[config.mk]
export PLATFORM = sky130hd
export DESIGN_NAME = swd_xfer_engine
export DESIGN_NICKNAME = d
export VERILOG_FILES = /design/src/rtl/swd_xfer_pkg.sv /design/src/rtl/swd_cell_timer.sv /design/src/rtl/swd_even_par.sv /design/src/rtl/swd_xfer_engine.sv
export SDC_FILE = /design/constraint.sdc
export NUM_CORES = 1
export LEC_CHECK = 0
export BUFFER_PORTS_ARGS = -buffer_cell sky130_fd_sc_hd__clkbuf_2
export CAP_MARGIN = 20
export CORE_AREA = 2 2 139 168
export DETAILED_ROUTE_END_ITERATION = 10
export DIE_AREA = 0 0 141 170
export GPL_ROUTABILITY_DRIVEN = 0
export PLACE_DENSITY = 0.71
export SLEW_MARGIN = 15
export SYNTH_ARGS = -nofsm -noshare
export SYNTH_HDL_FRONTEND = slang
export SYNTH_SLANG_ARGS = --single-unit
[constraint.sdc]
create_clock -name clk -period 7.6 [get_ports clk]
set_clock_uncertainty 0.15 [all_clocks]
set_input_delay 1.52 -clock clk [delete_from_list [all_inputs] [get_ports clk]]
set_output_delay 1.52 -clock clk [all_outputs]
set_load 0.02 [all_outputs]
[src/rtl/swd_xfer_pkg.sv]
`timescale 1ns/1ps
package swd_xfer_pkg;

    typedef enum logic [3:0] {
        ST_IDLE,
        ST_HDR,
        ST_TURN_A,
        ST_ACK,
        ST_RDATA,
        ST_TURN_B,
        ST_WDATA,
        ST_DUMMY_RD,
        ST_DUMMY_WR,
        ST_BACKOFF,
        ST_IDLE_CYC,
        ST_LINE_SEQ,
        ST_DONE
    } swd_state_e;

    localparam logic [2:0] ACK_OK    = 3'b001;
    localparam logic [2:0] ACK_WAIT  = 3'b010;
    localparam logic [2:0] ACK_FAULT = 3'b100;
    localparam logic [3:0] STAT_PARITY_ERR = 4'b1000;

    localparam int WORD_W     = 32;
    localparam int HDR_CELLS  = 8;
    localparam int ACK_CELLS  = 3;
    localparam int WORD_CELLS = WORD_W + 1;

endpackage

[src/rtl/swd_cell_timer.sv]
`timescale 1ns/1ps
module swd_cell_timer #(
    parameter int DIV_W = 8
) (
    input  logic             clk,
    input  logic             rst_n,
    input  logic             run,
    input  logic [DIV_W-1:0] div,
    output logic             swclk,
    output logic             smp,
    output logic             fin
);

    logic             phase_hi;
    logic [DIV_W-1:0] cnt;
    logic             half_end;

    assign half_end = (cnt == div);

    always_ff @(posedge clk or negedge rst_n) begin
        if (!rst_n) begin
            phase_hi <= 1'b0;
            cnt      <= '0;
        end else if (!run) begin
            phase_hi <= 1'b0;
            cnt      <= '0;
        end else if (half_end) begin
            cnt      <= '0;
            phase_hi <= ~phase_hi;
        end else begin
            cnt <= cnt + 1'b1;
        end
    end

    assign swclk = !run || phase_hi;
    assign smp   = run && !phase_hi && half_end;
    assign fin   = run && phase_hi && half_end;

endmodule

[src/rtl/swd_even_par.sv]
`timescale 1ns/1ps
module swd_even_par #(
    parameter int W = 32
) (
    input  logic [W-1:0] d,
    output logic         p
);

    assign p = ^d;

endmodule

[src/rtl/swd_xfer_engine.sv]
`timescale 1ns/1ps
module swd_xfer_engine
    import swd_xfer_pkg::*;
#(
    parameter int TURN_W  = 2,
    parameter int IDLE_W  = 8,
    parameter int DIV_W   = 8,
    parameter int SEQ_MAX = 64,
    localparam int SEQ_LEN_W = $clog2(SEQ_MAX + 1)
) (
    input  logic                 clk,
    input  logic                 rst_n,
    input  logic                 start,
    input  logic [3:0]           req,
    input  logic [WORD_W-1:0]    wdata,
    input  logic                 seq_start,
    input  logic [SEQ_LEN_W-1:0] seq_len,
    input  logic [SEQ_MAX-1:0]   seq_data,
    input  logic [TURN_W-1:0]    cfg_turn,
    input  logic [IDLE_W-1:0]    cfg_idle,
    input  logic                 cfg_dphase,
    input  logic [DIV_W-1:0]     cfg_div,
    output logic                 swclk,
    output logic                 swdio_o,
    output logic                 swdio_oe,
    input  logic                 swdio_i,
    output logic                 busy,
    output logic                 done,
    output logic [3:0]           status,
    output logic [WORD_W-1:0]    rdata
);

    localparam int SEQ_IDX_W = (SEQ_MAX > 1) ? $clog2(SEQ_MAX) : 1;
    localparam int BASE_W    = (IDLE_W > SEQ_LEN_W) ? IDLE_W : SEQ_LEN_W;
    localparam int CNT_W     = ((BASE_W > 7) ? BASE_W : 7) + TURN_W;

    swd_state_e state_q, state_d;

    logic [CNT_W-1:0]     cnt_q;
    logic [CNT_W-1:0]     cells;
    logic                 last;
    logic                 adv;
    logic                 run;
    logic                 smp;
    logic                 fin;

    logic [3:0]           req_q;
    logic [WORD_W-1:0]    wdata_q;
    logic [SEQ_MAX-1:0]   seq_q;
    logic [SEQ_LEN_W-1:0] seq_len_q;
    logic [TURN_W-1:0]    turn_q;
    logic [IDLE_W-1:0]    idle_q;
    logic                 dph_q;
    logic [DIV_W-1:0]     div_q;
    logic [2:0]           ack_sh;
    logic [WORD_W-1:0]    rd_sh;
    logic                 rpar_q;
    logic [3:0]           status_q;
    logic [WORD_W-1:0]    rdata_q;

    logic                 hdr_par;
    logic                 wr_par;
    logic                 rd_par;
    logic [7:0]           hdr_bits;
    logic                 ack_ok;
    logic                 ack_wf;
    logic                 rnw;
    logic                 idle_zero;

    swd_cell_timer #(.DIV_W(DIV_W)) u_timer (
        .clk   (clk),
        .rst_n (rst_n),
        .run   (run),
        .div   (div_q),
        .swclk (swclk),
        .smp   (smp),
        .fin   (fin)
    );

    swd_even_par #(.W(4))      u_hdr_par (.d(req_q),   .p(hdr_par));
    swd_even_par #(.W(WORD_W)) u_wr_par  (.d(wdata_q), .p(wr_par));
    swd_even_par #(.W(WORD_W)) u_rd_par  (.d(rd_sh),   .p(rd_par));

    assign hdr_bits  = {1'b1, 1'b0, hdr_par, req_q[3], req_q[2], req_q[1], req_q[0], 1'b1};
    assign ack_ok    = (ack_sh == ACK_OK);
    assign ack_wf    = (ack_sh == ACK_WAIT) || (ack_sh == ACK_FAULT);
    assign rnw       = req_q[1];
    assign idle_zero = (idle_q == '0);

    assign run  = (state_q != ST_IDLE) && (state_q != ST_DONE);
    assign busy = (state_q != ST_IDLE);
    assign done = (state_q == ST_DONE);

    // Number of cells spent in the current state.
    always_comb begin
        case (state_q)
            ST_HDR:      cells = CNT_W'(HDR_CELLS);
            ST_TURN_A,
            ST_TURN_B:   cells = CNT_W'(turn_q) + CNT_W'(1);
            ST_ACK:      cells = CNT_W'(ACK_CELLS);
            ST_RDATA,
            ST_WDATA,
            ST_DUMMY_RD,
            ST_DUMMY_WR: cells = CNT_W'(WORD_CELLS);
            ST_BACKOFF:  cells = CNT_W'(turn_q) + CNT_W'(1 + WORD_CELLS);
            ST_IDLE_CYC: cells = CNT_W'(idle_q);
            ST_LINE_SEQ: cells = CNT_W'(seq_len_q);
            default:     cells = CNT_W'(1);
        endcase
    end

    assign last = (cnt_q == cells - CNT_W'(1));
    assign adv  = fin && last;

    // State register.
    always_ff @(posedge clk or negedge rst_n) begin
        if (!rst_n) state_q <= ST_IDLE;
        else        state_q <= state_d;
    end

    // Next-state logic.
    always_comb begin
        state_d = state_q;
        unique case (state_q)
            ST_IDLE: begin
                if (start)                  state_d = ST_HDR;
                else if (seq_start)         state_d = (seq_len == '0) ? ST_DONE : ST_LINE_SEQ;
            end
            ST_HDR:    if (adv) state_d = ST_TURN_A;
            ST_TURN_A: if (adv) state_d = ST_ACK;
            ST_ACK: begin
                if (adv) begin
                    if (ack_ok)             state_d = rnw ? ST_RDATA : ST_TURN_B;
                    else if (ack_wf)        state_d = (rnw && dph_q) ? ST_DUMMY_RD : ST_TURN_B;
                    else                    state_d = ST_BACKOFF;
                end
            end
            ST_RDATA:    if (adv) state_d = ST_TURN_B;
            ST_DUMMY_RD: if (adv) state_d = ST_TURN_B;
            ST_TURN_B: begin
                if (adv) begin
                    if (ack_ok && !rnw)     state_d = ST_WDATA;
                    else if (ack_ok)        state_d = idle_zero ? ST_DONE : ST_IDLE_CYC;
                    else if (!rnw && dph_q) state_d = ST_DUMMY_WR;
                    else                    state_d = ST_DONE;
                end
            end
            ST_WDATA:    if (adv) state_d = idle_zero ? ST_DONE : ST_IDLE_CYC;
            ST_DUMMY_WR: if (adv) state_d = ST_DONE;
            ST_BACKOFF:  if (adv) state_d = ST_DONE;
            ST_IDLE_CYC: if (adv) state_d = ST_DONE;
            ST_LINE_SEQ: if (adv) state_d = ST_DONE;
            ST_DONE:     state_d = ST_IDLE;
            default:     state_d = ST_IDLE;
        endcase
    end

    // Command capture, cell counting and sampling.
    always_ff @(posedge clk or negedge rst_n) begin
        if (!rst_n) begin
            cnt_q     <= '0;
            req_q     <= '0;
            wdata_q   <= '0;
            seq_q     <= '0;
            seq_len_q <= '0;
            turn_q    <= '0;
            idle_q    <= '0;
            dph_q     <= 1'b0;
            div_q     <= '0;
            ack_sh    <= '0;
            rd_sh     <= '0;
            rpar_q    <= 1'b0;
            status_q  <= '0;
            rdata_q   <= '0;
        end else begin
            if (state_q == ST_IDLE) begin
                cnt_q <= '0;
                if (start) begin
                    req_q   <= req;
                    wdata_q <= wdata;
                    turn_q  <= cfg_turn;
                    idle_q  <= cfg_idle;
                    dph_q   <= cfg_dphase;
                    div_q   <= cfg_div;
                end else if (seq_start) begin
                    seq_q     <= seq_data;
                    seq_len_q <= seq_len;
                    div_q     <= cfg_div;
                end
            end else if (fin) begin
                cnt_q <= last ? '0 : cnt_q + CNT_W'(1);
            end

            if (smp && state_q == ST_ACK) begin
                ack_sh <= {swdio_i, ack_sh[2:1]};
            end
            if (smp && state_q == ST_RDATA) begin
                if (cnt_q < CNT_W'(WORD_W)) rd_sh  <= {swdio_i, rd_sh[WORD_W-1:1]};
                else                        rpar_q <= swdio_i;
            end
            if (adv && state_q == ST_ACK) begin
                status_q <= {1'b0, ack_sh};
            end
            if (adv && state_q == ST_RDATA) begin
                rdata_q <= rd_sh;
                if (rd_par != rpar_q) status_q <= STAT_PARITY_ERR;
            end
        end
    end

    // Line outputs.
    always_comb begin
        swdio_oe = 1'b1;
        swdio_o  = 1'b1;
        unique case (state_q)
            ST_IDLE, ST_DONE: begin
                swdio_oe = 1'b1;
                swdio_o  = 1'b1;
            end
            ST_HDR: begin
                swdio_oe = 1'b1;
                swdio_o  = hdr_bits[cnt_q[2:0]];
            end
            ST_TURN_A, ST_ACK, ST_RDATA, ST_DUMMY_RD, ST_TURN_B, ST_BACKOFF: begin
                swdio_oe = 1'b0;
                swdio_o  = 1'b1;
            end
            ST_WDATA: begin
                swdio_oe = 1'b1;
                swdio_o  = (cnt_q < CNT_W'(WORD_W)) ? wdata_q[cnt_q[4:0]] : wr_par;
            end
            ST_DUMMY_WR, ST_IDLE_CYC: begin
                swdio_oe = 1'b1;
                swdio_o  = 1'b0;
            end
            ST_LINE_SEQ: begin
                swdio_oe = 1'b1;
                swdio_o  = seq_q[cnt_q[SEQ_IDX_W-1:0]];
            end
            default: begin
                swdio_oe = 1'b1;
                swdio_o  = 1'b1;
            end
        endcase
    end

    assign status = status_q;
    assign rdata  = rdata_q;

endmodule

---- Word level (Yosys, flattened, before mapping) ----
Index checks and enable logic that the tools add are counted.
Widths: inputs -> output; s select.
storage, ports and cells
  bits of input ports ..................... 131
  flip-flop bits (word level) ............. 221
  output and inout port bits .............. 41
operators by class
  bitwise gates (word level) .............. 3
  muxes and demuxes ....................... 41
  reduce and logical (&&, ||, !) cells .... 39
  equality and inequality tests ........... 28
  $add $sub $neg .......................... 5
  $lt $le $gt $ge ......................... 4
operators by type and width
  cell                   number
  $reduce_xor 32->1      2
  $mux 4                 15
  $pmux 8 s7             1
  $mux 8                 4
  $pmux 4 s8             1
  $mux 10                3
  $eq 4x4->1 const B     5
  $eq 4x3->1 const B     4
  $logic_and 1x1->1      13
  $mux 3                 4
  $ne 2x2->1 const B     6
  $add 10x1->10 const B  1
  $eq 10x10->1           1
  $lt 10x6->1 const B    1
  $sub 10x1->10 const B  1
  $add 8x1->8 const B    1
  $eq 4x2->1 const B     2
  $eq 8x8->1             1
  $logic_not 8->1        1
  $mux 1                 8
  $reduce_and 2->1       4
  $reduce_and 8->1       1
  $reduce_or 4->1        2
  $add 2x6->7 const B    1
  other kinds (28)       37

---- Depth between registers and ports, before layout ----
  depth after elaboration ................. 10
  depth in mapped cells ................... 14
  mapped depth without buffers ............ 12

---- Hierarchy ----
A second synthesis with hierarchy kept.
unflattened totals
  cell total of the unflattened synthesis .. 855
  area, all modules ....................... 11315.9 um^2
modules (own cells, without submodules)
  module                        cells an instance  instances  sequential area each (um^2)  area each (um^2)
  swd_xfer_engine               742                1          5305.1                       10249.8
  swd_even_par at u_rd_par ...  31                 2          0.0                          271.5
  swd_cell_timer                48                 1          225.2                        496.7
  swd_even_par at u_hdr_par     3                  1          0.0                          26.3

---- Least setup slack after synthesis ----
OpenSTA, ideal clock, no wires.
  path kind ............................... register to output
  start point ............................. reg cnt_q[0]
  end point ............................... out swdio_o
  cell stages (with the launch flop) ...... 8
  slack ................................... 3.002 ns
  data arrival time ....................... 2.928 ns
  data required time ...................... 5.930 ns
  cells stage by stage .................... dfrtp_1 > clkbuf_1 > buf_1 > mux4_2 > mux4_2 > mux4_2 > o211ai_1 > nand3_1
on the way
  longest elaborated chain between the ends .. 4
  elaborated cells between the ends (all ways) .. 9
  those cells by class .................... order compare: 1; mux: 8
ends and longest elaborated chain
  element                       RTL line                RTL
  start, declared               swd_xfer_engine.sv:39   logic [CNT_W-1:0] cnt_q;
  start signal, assigned        swd_xfer_engine.sv:191  cnt_q <= last ? '0 : cnt_q + CNT_W'(1);
  $bmux 1 s5                    swd_xfer_engine.sv:230  swdio_o = (cnt_q < CNT_W'(WORD_W)) ? wdata_q[cnt_q[4:0]] : wr_par;
  $mux 1 (implied by the code)  swd_xfer_engine.sv:230
  $mux 1                        swd_xfer_engine.sv:230
  $pmux 1 s4 *                  swd_xfer_engine.sv:215  unique case (state_q)
  end, declared                 swd_xfer_engine.sv:24   output logic swdio_o,
Mark *: on every way between the ends. The rest lies on a longest branch, timed or not. The select of a mux whose other input is x is not followed.

---- Worst setup path in the final report ----
Same ends and word-level chain as after synthesis.

==> run summary <==
The run finished with clean final reports. Setup repair after global routing left no endpoint under its margin. The run gives 0 as the number of failing hold endpoints at the final stage.

After clock tree synthesis, the flow added hold-fix buffers numbering 0. The wire-length estimate of the detail-placed layout is 15.89 mm. The number of cells on the worst reg-to-reg path is 12. Fill cells in the final layout number 1817.

Die outline height: 170 um. The total area inside the core boundary comes to 22300 um^2. The number of global-route vias before repair came out at 7170. Power spread over the standard cell area amounts to 359.3 nW/um^2. The clock slew seen by the registers of the worst setup and hold paths was 0.06 ns; the effective utilization at floorplan was 49.61%. The synthesized-area fraction occupied by xor and xnor cells came out at 7.353%.

The tools report the number of pins exceeding their max-slew limit in the final report as 0. Type of the worst setup path: flop to output pin. Global routing consumed, on the met1 layer, 24.79% of the routing resources. The summed instance area of the synthesized netlist is 11060 um^2.

The global-route track usage on met3 is 3.827%, and the overall routed net length is 22.24 mm. A synthesized cell averages 13.51 um^2. Yosys attributes the largest share of cell area to sky130_fd_sc_hd__dfrtp_1 50%, sky130_fd_sc_hd__mux2_2 17%, sky130_fd_sc_hd__mux4_2 6.3%.

The proportion of synthesized flip-flops having asynchronous set or reset came out at 100.0%. The highest fanout seen on the critical path came out at 33. The critical path's largest stage delay is 1.01 ns. In this run, synthesis inferred 0 flip-flops with an integrated enable. In this run the post-CTS setup repair buffer count came out at 0.

The via density per instance is 5.507. Summing the areas of all compound-gate instances in the mapped netlist gives 4.559% of the synthesized area. The synthesized flop and latch total came out at 221. For the final-stage net count, the log shows 1113. The most numerous cell type found on the critical path is sky130_fd_sc_hd__mux4_2.

The tools report the number of resized instances in the post-cts repair step as 0. The run gives 0 as the count of max-cap constraint violations. For this run, the leading register cell type out of synthesis is sky130_fd_sc_hd__dfrtp_1.

The classification of the worst-slack hold path was flop to flop. The tools report the endpoint type of the worst setup path as an output pin. The unique cell type count in the Yosys netlist was 65. In the post-synthesis netlist, the cell with the most instances is sky130_fd_sc_hd__dfrtp_1. The arithmetic-cell share of the synthesized area counting full adders, half adders and majority gates came out at 0.4525%. The run gives 0 as the number of antenna diodes.

The post-route netlist has 45.77% of its cells at a drive strength greater than 1. The met2 layer usage reported by global route is 31.41%. After synthesis, flip-flops and latches occupy 50.00% of the total area. In the final timing run, aggregate negative setup slack is 0 ns.

For the die area, the log shows 23970 um^2. The sort of element at the start of the critical path is a flop. Area share of the largest cell type after synthesis: 50.00%. The number of buffers added on ports is 171. For this run, the top clock speed supported by timing is 186.3 MHz. For this run the aggregate overflow at the end of global routing stands at 0.

The logs give 0 for the antenna violation net count after detailed routing and 7000 for the count of vias placed by the detailed router. The design draws 4.626 mW. The worst path uses 70.61% of the clock period.

Subtracting the final worst setup slack from the clock period gives 5.367 ns. For the number of warning messages in the yosys log, the log shows 0. Worst-margin pin slew: 0.9759 ns.

TritonCTS built the clock tree. In the synthesized netlist, mux cells make up 28.38% of the area. The dominant combinational cell family by area after synthesis is multiplexers. Summing the areas of all and, or, nand and nor instances in the mapped netlist gives 7.025% of the synthesized area. Setup violations remaining at the end of the flow were counted as 0. Across all hold checks on the routed design, the worst slack comes to 0.3499 ns.

The first-pass GRT wire length was 36.37 mm. The layout overhead on the synthesized area was 16.38%. The logs give 172 for the number of primary I/O pins and 5532 um^2 for the area of all sequential standard cells.

The maximum level of the CTS H-tree was 1; the total stage count of the critical path was 6. The peak-usage layer in the global routing report is met2. Measured along the x axis, the die boundary spans 141 um. The overall track demand over capacity in global routing was 18.72%; the number of non-filler instances in the completed layout was 1271.

Including well taps, the total number of placed cells is 1230. The later pin in the worst-skew pair is clocked with a latency of 0.52 ns. Count of routing violations after the opening detailed-route iteration: 303. Across the VDD grid, the largest voltage drop is 269.1 uV. The cell count after synthesis came out at 819. Cell type with the highest aggregate area in the netlist: sky130_fd_sc_hd__dfrtp_1. The worst slew margin relative to its limit is 34.94%. The leakage power total is 5.945 nW.

After synthesis, the most frequently instantiated cells are 221 x sky130_fd_sc_hd__dfrtp_1, 167 x sky130_fd_sc_hd__mux2_2, 68 x sky130_fd_sc_hd__xnor2_1, 34 x sky130_fd_sc_hd__nor2_1, 31 x sky130_fd_sc_hd__mux4_2. The tools report the critical path arrival as 3.70 ns. The signal on the critical path passes through mux4_2 -> mux4_2 -> mux4_2 -> o211ai_1 -> nand3_1 -> clkbuf_2. For the worst setup path, the data required time is 5.93 ns.

The critical path buffer and inverter count works out to 1. The wire length per cell is 17.50 um, and the number of buffers created by CTS is 24. Worst hold path stage count: 1. The number of clock sinks seen by CTS is 221. The tools report the CTS root buffer as sky130_fd_sc_hd__clkbuf_16. Area used by multi-input combinational logic: 5289 um^2. Broken down by cell family, the worst path's largest delay share belongs to multiplexers. The logs give 81 for the largest net degree at the start of global routing and 0 for the initial antenna violation count. The largest individual stage delay along the critical path comes from the cell sky130_fd_sc_hd__dfrtp_2. The logs give 0 for the residual DRC count and 954 for the post-synthesis net count. The buffer depth of the longest clock path is 3, and the row count is 60. The number of iterations in the first detailed-routing pass came out at 4.
path summary, 6_finish.rpt:
path | start | to | slack [ns]
max | cnt_q[0]$_DFFE_PN0P_ | swdio_o | 2.23
min | seq_q[31]$_DFFE_PN0P_ | seq_q[31]$_DFFE_PN0P_ | 0.35
max reg2reg | state_q[0]$_DFFE_PN0P_ | rdata[0]$_DFFE_PN0P_ | 2.79
min reg2reg | seq_q[31]$_DFFE_PN0P_ | seq_q[31]$_DFFE_PN0P_ | 0.35
max in group asynchronous | rst_n | wdata_q[31]$_DFFE_PN0P_ | 5.13
min in group asynchronous | rst_n | rd_sh[3]$_DFFE_PN0P_ | 0.81
report_power, final:
part / total, mW / switching [mW] / internal (mW) / leakage (nW)
Clock: 1.10 / 0.458 / 0.643 / 0.362
Sequential: 1.87 / 0.328 / 1.54 / 2.83
Combinational: 1.65 / 0.702 / 0.952 / 2.75
Total: 4.63 / 1.49 / 3.14 / 5.95
state kept, by name, indices dropped and copies added (netlist names), 2 cells and up:
signal,count
div_q,8
ack_sh,3
turn_q,2
req_q,4
status,4
wdata_q,32
rdata,32
rd_sh,32
cnt_q,10
seq_q,64
u_timer.cnt,8
idle_q,8
seq_len_q,7
state_q,4
placed cells by master, fill, tap and decap left out, types with 4 or more instances in the layout:
cell and count:
sky130_fd_sc_hd__dfrtp_1 220, sky130_fd_sc_hd__and3_1 7, sky130_fd_sc_hd__nand3_1 21, sky130_fd_sc_hd__a211o_1 5
sky130_fd_sc_hd__a21oi_1 10, sky130_fd_sc_hd__inv_1 7, sky130_fd_sc_hd__xnor2_1 68, sky130_fd_sc_hd__nor2_1 34
sky130_fd_sc_hd__clkbuf_1 7, sky130_fd_sc_hd__nor3b_1 10, sky130_fd_sc_hd__xor2_1 23, sky130_fd_sc_hd__buf_4 7
sky130_fd_sc_hd__mux4_2 31, sky130_fd_sc_hd__nand2b_1 6, sky130_fd_sc_hd__mux2i_1 11, sky130_fd_sc_hd__a31oi_1 4
sky130_fd_sc_hd__mux2_2 167, sky130_fd_sc_hd__mux2_4 30, sky130_fd_sc_hd__o21ai_0 7, sky130_fd_sc_hd__o22ai_1 7
sky130_fd_sc_hd__nor2b_1 4, sky130_fd_sc_hd__clkbuf_16 24, sky130_fd_sc_hd__clkbuf_2 170, sky130_fd_sc_hd__ha_1 4
sky130_fd_sc_hd__nand2_1 20, sky130_fd_sc_hd__a21o_1 6, sky130_fd_sc_hd__nor4_1 8, sky130_fd_sc_hd__o211ai_1 4
sky130_fd_sc_hd__nor3_1 11
per-stage QoR:
step | instance area (um^2) | worst slack (ns) | utilization [%]
2_1_floorplan | 11060 | 3.002 | -
3_3_place_gp | 12110 | 2.767 | 54.33
3_5_place_dp | 12110 | 2.715 | 54.33
4_1_cts | 12850 | 2.172 | 57.64
5_1_grt | 12870 | 2.009 | 57.73
6_report | 12870 | 2.233 | 57.73
cells by family after synthesis:
group / after synthesis
mux: 239
flops: 221
simple gates: 143
xor+xnor: 92
compound gates: 67
buf+inv: 53
fa+ha+maj: 4
cell type report:
class,count,area share [%]
Clock buffer,34,5.191
Multi-Input combinational cell,545,41.09
Clock inverter,6,0.5443
Inverter,7,0.2041
Timing Repair Buffer,179,7.290
Sequential cell,221,42.97
Tap cell,279,2.712
layer usage:
layer	up-vias	routed length [um]	part of all wire, %
li1	3309	-	-
met1	3474	9673	43
met2	179	10800	49
met3	38	1248	5.6
met4	0	519	2.3
met5	-	0	0
Note: power is estimated with default switching activity, not from simulation.
